<file path="config.mk">
export PLATFORM = sky130hd
export DESIGN_NAME = pipe5_core
export DESIGN_NICKNAME = d
export VERILOG_FILES = /design/src/rtl/pipe5_pkg.sv /design/src/rtl/pipe5_decode.sv /design/src/rtl/pipe5_alu.sv /design/src/rtl/pipe5_regfile.sv /design/src/rtl/pipe5_core.sv
export SDC_FILE = /design/constraint.sdc
export NUM_CORES = 2
export LEC_CHECK = 0
export ABC_AREA = 0
export BUFFER_PORTS_ARGS = -buffer_cell sky130_fd_sc_hd__buf_2
export CORE_MARGIN = 4
export CORE_UTILIZATION = 47
export DETAILED_ROUTE_END_ITERATION = 8
export GPL_TIMING_DRIVEN = 0
export SLEW_MARGIN = 5
export SYNTH_ARGS = -nofsm -noshare
export SYNTH_HDL_FRONTEND = slang
export SYNTH_HIERARCHICAL = 1
export SYNTH_SLANG_ARGS = --single-unit
</file>
<file path="constraint.sdc">
create_clock -name clk -period 18 [get_ports clk]
set_clock_uncertainty 0.05 [all_clocks]
set_input_delay 0.9 -clock clk [delete_from_list [all_inputs] [get_ports clk]]
set_output_delay 0.9 -clock clk [all_outputs]
set_load 0.1 [all_outputs]
</file>
<file path="src/rtl/pipe5_pkg.sv">
package pipe5_pkg;

   localparam logic [5:0] OP_RTYPE = 6'h00;
   localparam logic [5:0] OP_JMP   = 6'h02;
   localparam logic [5:0] OP_BEQ   = 6'h04;
   localparam logic [5:0] OP_ORI   = 6'h0D;
   localparam logic [5:0] OP_LOAD  = 6'h23;
   localparam logic [5:0] OP_STORE = 6'h2B;
   localparam logic [5:0] FN_ADD   = 6'h20;
   localparam logic [5:0] FN_SUB   = 6'h22;

   typedef enum logic [1:0] {
      ALU_ADD = 2'd0,
      ALU_SUB = 2'd1,
      ALU_OR  = 2'd2
   } alu_op_e;

   typedef struct packed {
      logic    reg_wr;
      logic    mem_wr;
      logic    mem_rd;
      logic    use_imm;
      logic    sext;
      logic    is_beq;
      logic    is_jmp;
      logic    dst_rd;
      alu_op_e alu;
   } ctrl_t;

endpackage

</file>
<file path="src/rtl/pipe5_decode.sv">
module pipe5_decode
   import pipe5_pkg::*;
(
   input  logic [31:0] instr,
   output ctrl_t       ctrl
);

   logic [5:0] opc;
   logic [5:0] fn;
   logic       unused_fields;

   assign opc = instr[31:26];
   assign fn  = instr[5:0];
   assign unused_fields = ^instr[25:6];

   always_comb begin
      ctrl     = '0;
      ctrl.alu = ALU_ADD;
      unique case (opc)
         OP_RTYPE: begin
            if (fn == FN_ADD) begin
               ctrl.reg_wr = 1'b1;
               ctrl.dst_rd = 1'b1;
            end else if (fn == FN_SUB) begin
               ctrl.reg_wr = 1'b1;
               ctrl.dst_rd = 1'b1;
               ctrl.alu    = ALU_SUB;
            end
         end
         OP_ORI: begin
            ctrl.reg_wr  = 1'b1;
            ctrl.use_imm = 1'b1;
            ctrl.alu     = ALU_OR;
         end
         OP_LOAD: begin
            ctrl.reg_wr  = 1'b1;
            ctrl.mem_rd  = 1'b1;
            ctrl.use_imm = 1'b1;
            ctrl.sext    = 1'b1;
         end
         OP_STORE: begin
            ctrl.mem_wr  = 1'b1;
            ctrl.use_imm = 1'b1;
            ctrl.sext    = 1'b1;
         end
         OP_BEQ: begin
            ctrl.is_beq = 1'b1;
            ctrl.sext   = 1'b1;
            ctrl.alu    = ALU_SUB;
         end
         OP_JMP: begin
            ctrl.is_jmp = 1'b1;
         end
         default: ctrl = '0;
      endcase
   end

endmodule

</file>
<file path="src/rtl/pipe5_alu.sv">
module pipe5_alu
   import pipe5_pkg::*;
#(
   parameter int unsigned W = 32
) (
   input  logic [W-1:0] opa,
   input  logic [W-1:0] opb,
   input  alu_op_e      op,
   output logic [W-1:0] res,
   output logic         zero
);

   always_comb begin
      unique case (op)
         ALU_SUB: res = opa - opb;
         ALU_OR:  res = opa | opb;
         default: res = opa + opb;
      endcase
   end

   assign zero = (res == '0);

endmodule

</file>
<file path="src/rtl/pipe5_regfile.sv">
module pipe5_regfile #(
   parameter int unsigned W           = 32,
   parameter int unsigned DEPTH       = 32,
   parameter bit          WRITE_FIRST = 1'b1,
   localparam int unsigned AW         = $clog2(DEPTH)
) (
   input  logic          clk,
   input  logic          we,
   input  logic [AW-1:0] wa,
   input  logic [W-1:0]  wd,
   input  logic [AW-1:0] ra1,
   input  logic [AW-1:0] ra2,
   output logic [W-1:0]  rd1,
   output logic [W-1:0]  rd2
);

   logic [W-1:0] cells [DEPTH];

   always_ff @(posedge clk) begin
      if (we && wa != '0) cells[wa] <= wd;
   end

   generate
      if (WRITE_FIRST) begin : g_wr_first
         always_comb begin
            rd1 = (ra1 == '0) ? '0 : (we && wa == ra1) ? wd : cells[ra1];
            rd2 = (ra2 == '0) ? '0 : (we && wa == ra2) ? wd : cells[ra2];
         end
      end else begin : g_rd_first
         always_comb begin
            rd1 = (ra1 == '0) ? '0 : cells[ra1];
            rd2 = (ra2 == '0) ? '0 : cells[ra2];
         end
      end
   endgenerate

endmodule

</file>
<file path="src/rtl/pipe5_core.sv">
module pipe5_core
   import pipe5_pkg::*;
#(
   parameter int unsigned XLEN        = 32,
   parameter int unsigned NREGS       = 32,
   parameter logic [31:0] RESET_PC    = 32'h0000_0000,
   parameter bit          WRITE_FIRST = 1'b1,
   localparam int unsigned RAW        = $clog2(NREGS)
) (
   input  logic            clk,
   input  logic            rst_n,
   output logic [XLEN-1:0] imem_addr,
   input  logic [31:0]     imem_data,
   output logic [XLEN-1:0] dmem_addr,
   output logic [XLEN-1:0] dmem_wdata,
   output logic            dmem_we,
   input  logic [XLEN-1:0] dmem_rdata,
   output logic            ret_valid,
   output logic [RAW-1:0]  ret_reg,
   output logic [XLEN-1:0] ret_data
);

   generate
      if (XLEN != 32) begin : g_bad_xlen
         $error("pipe5_core: XLEN must be 32 for this encoding");
      end
      if (NREGS > 32 || NREGS < 2 || (1 << RAW) != NREGS) begin : g_bad_nregs
         $error("pipe5_core: NREGS must be a power of two from 2 to 32");
      end
   endgenerate

   typedef struct packed {
      logic            valid;
      logic [31:0]     instr;
      logic [XLEN-1:0] pc4;
   } fd_t;

   typedef struct packed {
      logic            valid;
      ctrl_t           ctrl;
      logic [XLEN-1:0] a;
      logic [XLEN-1:0] b;
      logic [XLEN-1:0] imm;
      logic [XLEN-1:0] pc4;
      logic [RAW-1:0]  dest;
      logic [25:0]     jidx;
   } dx_t;

   typedef struct packed {
      logic            reg_wr;
      logic            mem_wr;
      logic            mem_rd;
      logic [RAW-1:0]  dest;
      logic [XLEN-1:0] y;
      logic [XLEN-1:0] sdata;
   } xm_t;

   typedef struct packed {
      logic            reg_wr;
      logic [RAW-1:0]  dest;
      logic [XLEN-1:0] value;
   } mw_t;

   logic [XLEN-1:0] pc;
   fd_t fd_q;
   dx_t dx_q, dx_d;
   xm_t xm_q, xm_d;
   mw_t mw_q, mw_d;

   ctrl_t           dec_ctrl;
   logic [RAW-1:0]  id_rs, id_rt, id_rd, id_dest;
   logic [XLEN-1:0] rf_a, rf_b;
   logic [XLEN-1:0] alu_b, alu_y;
   logic            alu_zero;
   logic            ex_redirect;
   logic [XLEN-1:0] ex_target;

   // ---------------- fetch ----------------
   assign imem_addr = pc;

   // ---------------- decode ----------------
   pipe5_decode u_dec (
      .instr (fd_q.instr),
      .ctrl  (dec_ctrl)
   );

   assign id_rs   = fd_q.instr[21 +: RAW];
   assign id_rt   = fd_q.instr[16 +: RAW];
   assign id_rd   = fd_q.instr[11 +: RAW];
   assign id_dest = dec_ctrl.dst_rd ? id_rd : id_rt;

   pipe5_regfile #(
      .W           (XLEN),
      .DEPTH       (NREGS),
      .WRITE_FIRST (WRITE_FIRST)
   ) u_rf (
      .clk (clk),
      .we  (mw_q.reg_wr),
      .wa  (mw_q.dest),
      .wd  (mw_q.value),
      .ra1 (id_rs),
      .ra2 (id_rt),
      .rd1 (rf_a),
      .rd2 (rf_b)
   );

   always_comb begin
      dx_d        = '0;
      dx_d.valid  = fd_q.valid;
      dx_d.ctrl   = fd_q.valid ? dec_ctrl : ctrl_t'('0);
      dx_d.ctrl.reg_wr = fd_q.valid && dec_ctrl.reg_wr && (id_dest != '0);
      dx_d.a      = rf_a;
      dx_d.b      = rf_b;
      dx_d.imm    = {{(XLEN-16){dec_ctrl.sext & fd_q.instr[15]}}, fd_q.instr[15:0]};
      dx_d.pc4    = fd_q.pc4;
      dx_d.dest   = id_dest;
      dx_d.jidx   = fd_q.instr[25:0];
   end

   // ---------------- execute ----------------
   assign alu_b = dx_q.ctrl.use_imm ? dx_q.imm : dx_q.b;

   pipe5_alu #(.W(XLEN)) u_alu (
      .opa  (dx_q.a),
      .opb  (alu_b),
      .op   (dx_q.ctrl.alu),
      .res  (alu_y),
      .zero (alu_zero)
   );

   assign ex_redirect = dx_q.valid &&
                        ((dx_q.ctrl.is_beq && alu_zero) || dx_q.ctrl.is_jmp);
   assign ex_target   = dx_q.ctrl.is_jmp
                        ? {dx_q.pc4[XLEN-1 -: 4], dx_q.jidx, 2'b00}
                        : dx_q.pc4 + (dx_q.imm << 2);

   always_comb begin
      xm_d.reg_wr = dx_q.ctrl.reg_wr;
      xm_d.mem_wr = dx_q.ctrl.mem_wr;
      xm_d.mem_rd = dx_q.ctrl.mem_rd;
      xm_d.dest   = dx_q.dest;
      xm_d.y      = alu_y;
      xm_d.sdata  = dx_q.b;
   end

   // ---------------- memory ----------------
   assign dmem_addr  = xm_q.y;
   assign dmem_wdata = xm_q.sdata;
   assign dmem_we    = xm_q.mem_wr;

   always_comb begin
      mw_d.reg_wr = xm_q.reg_wr;
      mw_d.dest   = xm_q.dest;
      mw_d.value  = xm_q.mem_rd ? dmem_rdata : xm_q.y;
   end

   // ---------------- write-back ----------------
   assign ret_valid = mw_q.reg_wr;
   assign ret_reg   = mw_q.dest;
   assign ret_data  = mw_q.value;

   // ---------------- stage registers ----------------
   always_ff @(posedge clk or negedge rst_n) begin
      if (!rst_n) begin
         pc   <= RESET_PC[XLEN-1:0];
         fd_q <= '0;
         dx_q <= '0;
         xm_q <= '0;
         mw_q <= '0;
      end else begin
         pc         <= ex_redirect ? ex_target : pc + XLEN'(4);
         fd_q.valid <= !ex_redirect;
         fd_q.instr <= imem_data;
         fd_q.pc4   <= pc + XLEN'(4);
         dx_q       <= ex_redirect ? dx_t'('0) : dx_d;
         xm_q       <= xm_d;
         mw_q       <= mw_d;
      end
   end

   // ---------------- assertions ----------------
   assert_pc_step_R2: assert property (@(posedge clk) disable iff (!rst_n)
      !ex_redirect |=> imem_addr == $past(imem_addr) + XLEN'(4));

   assert_flush_two_R9: assert property (@(posedge clk) disable iff (!rst_n)
      ex_redirect |=> !dx_q.valid ##1 !dx_q.valid);

   assert_store_silent_R7: assert property (@(posedge clk) disable iff (!rst_n)
      dmem_we |=> !ret_valid);

   assert_no_r0_retire_R11: assert property (@(posedge clk) disable iff (!rst_n)
      ret_valid |-> ret_reg != '0);

endmodule

</file>
==> results.json <==
{
  "via_count": 43400,
  "synthAdderAreaFrac_pct": 1.28,
  "max_slew.worst_pin.slew_ns": 1.51,
  "dr_wl_met2_microns": 108000,
  "clockBufferDepth": 3,
  "die_y_microns": 379,
  "highest_layer": "met5",
  "synth_top_family_by_area": "multiplexers",
  "post_drt_wl_per_cell_microns": 37.9,
  "max_slew_margin_pct": -0.682,
  "drtIter0Drc": 6519,
  "switching_share_pct": 35.5,
  "synth-seq-cells": 1368,
  "synthCells": 4091,
  "largest_register": "u_rf/cells",
  "worstSetupStartpointType": "register",
  "ys_warn_count": 6,
  "fill_cells": 11000,
  "cp_data_required_time_ns": 18.57,
  "finish.instance_area_sq_um": 73800,
  "first_pass_iters": 6,
  "cts.hold.buffers_added": 1,
  "numCtsBuffers": 147,
  "status": "finished, violations left",
  "worstHoldEndpoint": "dx_d[13]",
  "clk_latency_ns": 0.78,
  "die_w_microns": 379,
  "intPower_uw": 6220,
  "r2r-start": "dx_q[165]",
  "gp_congestion": 0.938,
  "violations": "capacitance limit, slew limit",
  "grt_pass1_vias": 41700,
  "hold_violations": 0,
  "dp_hpwl_microns": 173000,
  "maxSlewViolCount": 11,
  "hold_path_depth": 1,
  "setup_violations": 0,
  "setup_slack_ns": 9.16,
  "htree_levels": 4,
  "pwr-share-comb_pct": 22.5,
  "clk_pin_slew_ns": 0.06,
  "multi_input_area_sq_um": 23500,
  "crit_top_cell": "clkbuf_1",
  "drive_gt1_share_pct": 26.8,
  "nNetsFinal": 4645,
  "hp-class": "in -> reg",
  "p_clk_share_pct": 30.7,
  "drv_cap": 1,
  "r2r_cells": 27,
  "place_ws_ns": 9.17,
  "grt_pass1_wl_microns": 332000,
  "synth-edff-count": 1024,
  "ff_latch_area_sq_um": 39400,
  "vias_per_cell": 6.76,
  "wl_met3_microns": 32600,
  "core_area_sq_um": 136000,
  "synth_flop_cell": "edfxtp_1",
  "place_area_sq_um": 69000,
  "wl_microns": 243000,
  "cts-resized-gates": 0,
  "critPathCaptureType": "register",
  "power.net_switching_uw": 3430,
  "async_flop_share_pct": 25.1,
  "syn_area_sq_um": 64600,
  "cts_sinks": 1368,
  "grt_max_degree": 109,
  "rrSetupSlack_ns": 9.16,
  "syn_avg_cell_area_sq_um": 15.8,
  "rsz0062_at_grt": "false",
  "post-route-min-period_ns": 8.84,
  "largest_reg_flops": 1024,
  "antenna_found_initial": 22,
  "num_rows": 135,
  "grtUsageTotal_pct": 33.7,
  "io-pin-count": 201,
  "cp_max_fo": 10,
  "wl_met1_microns": 89300,
  "final_cell_mix": "edfxtp_1 (1024), mux4_2 (417), dfrtp_1 (322), buf_2 (266), mux2i_1 (221)",
  "yosysSeqAreaShare_pct": 61.0,
  "max_freq_mhz": 113,
  "synth_compound_area_share_pct": 7.99,
  "arrival_ns": 9.41,
  "fin_crit_sh_pct": 49.1,
  "final_common_cell": "edfxtp_1",
  "cp_slowest_cell": "nor4_1",
  "cts-root-buf": "clkbuf_16",
  "overflow": 0,
  "cts_tree": "done",
  "ys_types": 100,
  "placement.io_buffers": 200,
  "drtAntennaViolNets": 0,
  "dieArea_sq_um": 143000,
  "post-cts-setup-buffers": 0,
  "crit_type": "reg -> reg",
  "setup_tns_ns": 0,
  "seq_power_share_pct": 46.8,
  "power_density_nw_per_um2": 131,
  "synthMuxAreaShare_pct": 19.4,
  "min-delay-start": "imem_data[13]",
  "ir_worst_vdd_uv": 123,
  "initial_core_util_pct": 47.5,
  "drc": 0,
  "p_leak_uw": 0.0263,
  "reg2reg_to": "dx_q[26]",
  "area_delta_synth_final_pct": 14.3,
  "critical_path.max_stage_delay_ns": 0.88,
  "synth_xor_area_share_pct": 1.49,
  "synthSimpleGateAreaFrac_pct": 5.68
}
==> cell families after synthesis <==
logic type	after synthesis
multiplexers	720
flip-flops	1368
AND/OR/NAND/NOR	703
adder cells (fa/ha/maj)	65
other	1
AO/OA/AOI/OAI	744
buffers and inverters	381
XOR/XNOR	109
==> worst max-delay path by stage <==
| stage | startpoint | to | slack, ns | cells after the start |
|---|---|---|---|---|
| after floorplan | dx_q[165] | imem_addr[17] | 11.98 | 28 |
| after global placement | dx_q[165] | dx_q[158] | 9.08 | 28 |
| after detailed placement | dx_q[165] | imem_addr[0] | 9.17 | 28 |
| after CTS | dx_q[165] | dx_q[158] | 9.13 | 27 |
| after global routing | dx_q[165] | imem_addr[1] | 8.64 | 29 |
| final | dx_q[165] | dx_q[26] | 9.16 | 27 |
==> cells in the mapped netlist, types with 19 or more instances <==
library cell,number,area (sq um)
edfxtp_1,1024,30700
mux4_2,417,9390
dfrtp_1,344,8610
mux2i_1,221,2210
nor2_1,168,631
a21oi_1,147,736
nand2_1,142,533
and2_1,140,876
clkbuf_1,124,465
o21ai_0,119,596
buf_4,105,788
a22oi_1,81,608
mux2_2,79,890
xnor2_1,76,666
buf_2,66,330
ha_1,63,788
a22o_1,49,429
inv_1,46,173
o22ai_1,42,263
nand3_1,41,205
a21o_1,37,278
nor3_1,35,175
xor2_1,32,280
a211oi_1,30,225
o221ai_1,30,263
nor2b_1,28,175
a2111oi_0,27,236
a221oi_1,27,236
nand4_1,26,163
and3_1,22,138
or3_1,22,138
buf_6,20,225
a31oi_1,19,119
buf_1,19,71.3
o31ai_1,19,143
==> power groups by stage <==
stage | Clock [uW] | Sequential (uW) | Combinational, uW
floorplan | 0 | 4730 | 1180
global placement | 0 | 4570 | 2120
detailed placement | 0 | 4580 | 2130
CTS | 3000 | 4520 | 2140
global route | 3140 | 4560 | 2260
finish | 2970 | 4520 | 2170
==> per-layer routing <==
| metal | track usage [%] | up-vias |
|---|---|---|
| li1 | - | 17200 |
| met1 | 44.4 | 22400 |
| met2 | 51.2 | 3208 |
| met3 | 11.3 | 625 |
| met4 | 15.0 | 2 |
| met5 | 0 | - |
==> layout make-up <==
class                   instances  share of cell area [%]
clock buffers                 181                    5.33
flip-flops and latches       1368                    53.4
well taps                    1781                    3.02
clock inverters                85                   0.973
diodes                         10                  0.0339
multi-input cells            2373                    31.9
inverters                      46                   0.234
repair buffers                243                    2.60
plain buffers                 335                    2.57
==> per-stage QoR <==
step	hold WS (ns)	total power, uW	utilization [%]	instances
2_1_floorplan	0.281	5900	-	4122
3_3_place_gp	0.282	6690	49.9	6103
3_5_place_dp	0.285	6710	50.8	6144
4_1_cts	0.123	9660	54.2	6411
5_1_grt	0.143	9960	54.2	6412
6_report	0.173	9660	54.3	6422
==> worst max-delay path: cells and delay by family, from the launching register on <==
kind / cells / cell delay (ns)
buffers and inverters: 5 / 2.21
muxes: 3 / 0.97
DFF: 1 / 0.32
xor gates and xnor gates: 1 / 0.16
and+or+nand+nor: 11 / 3.54
adders and majority gates: 1 / 0.43
AOI/OAI and AO/OA: 6 / 0.97
No activity file was read; power rests on OpenSTA's default activity.
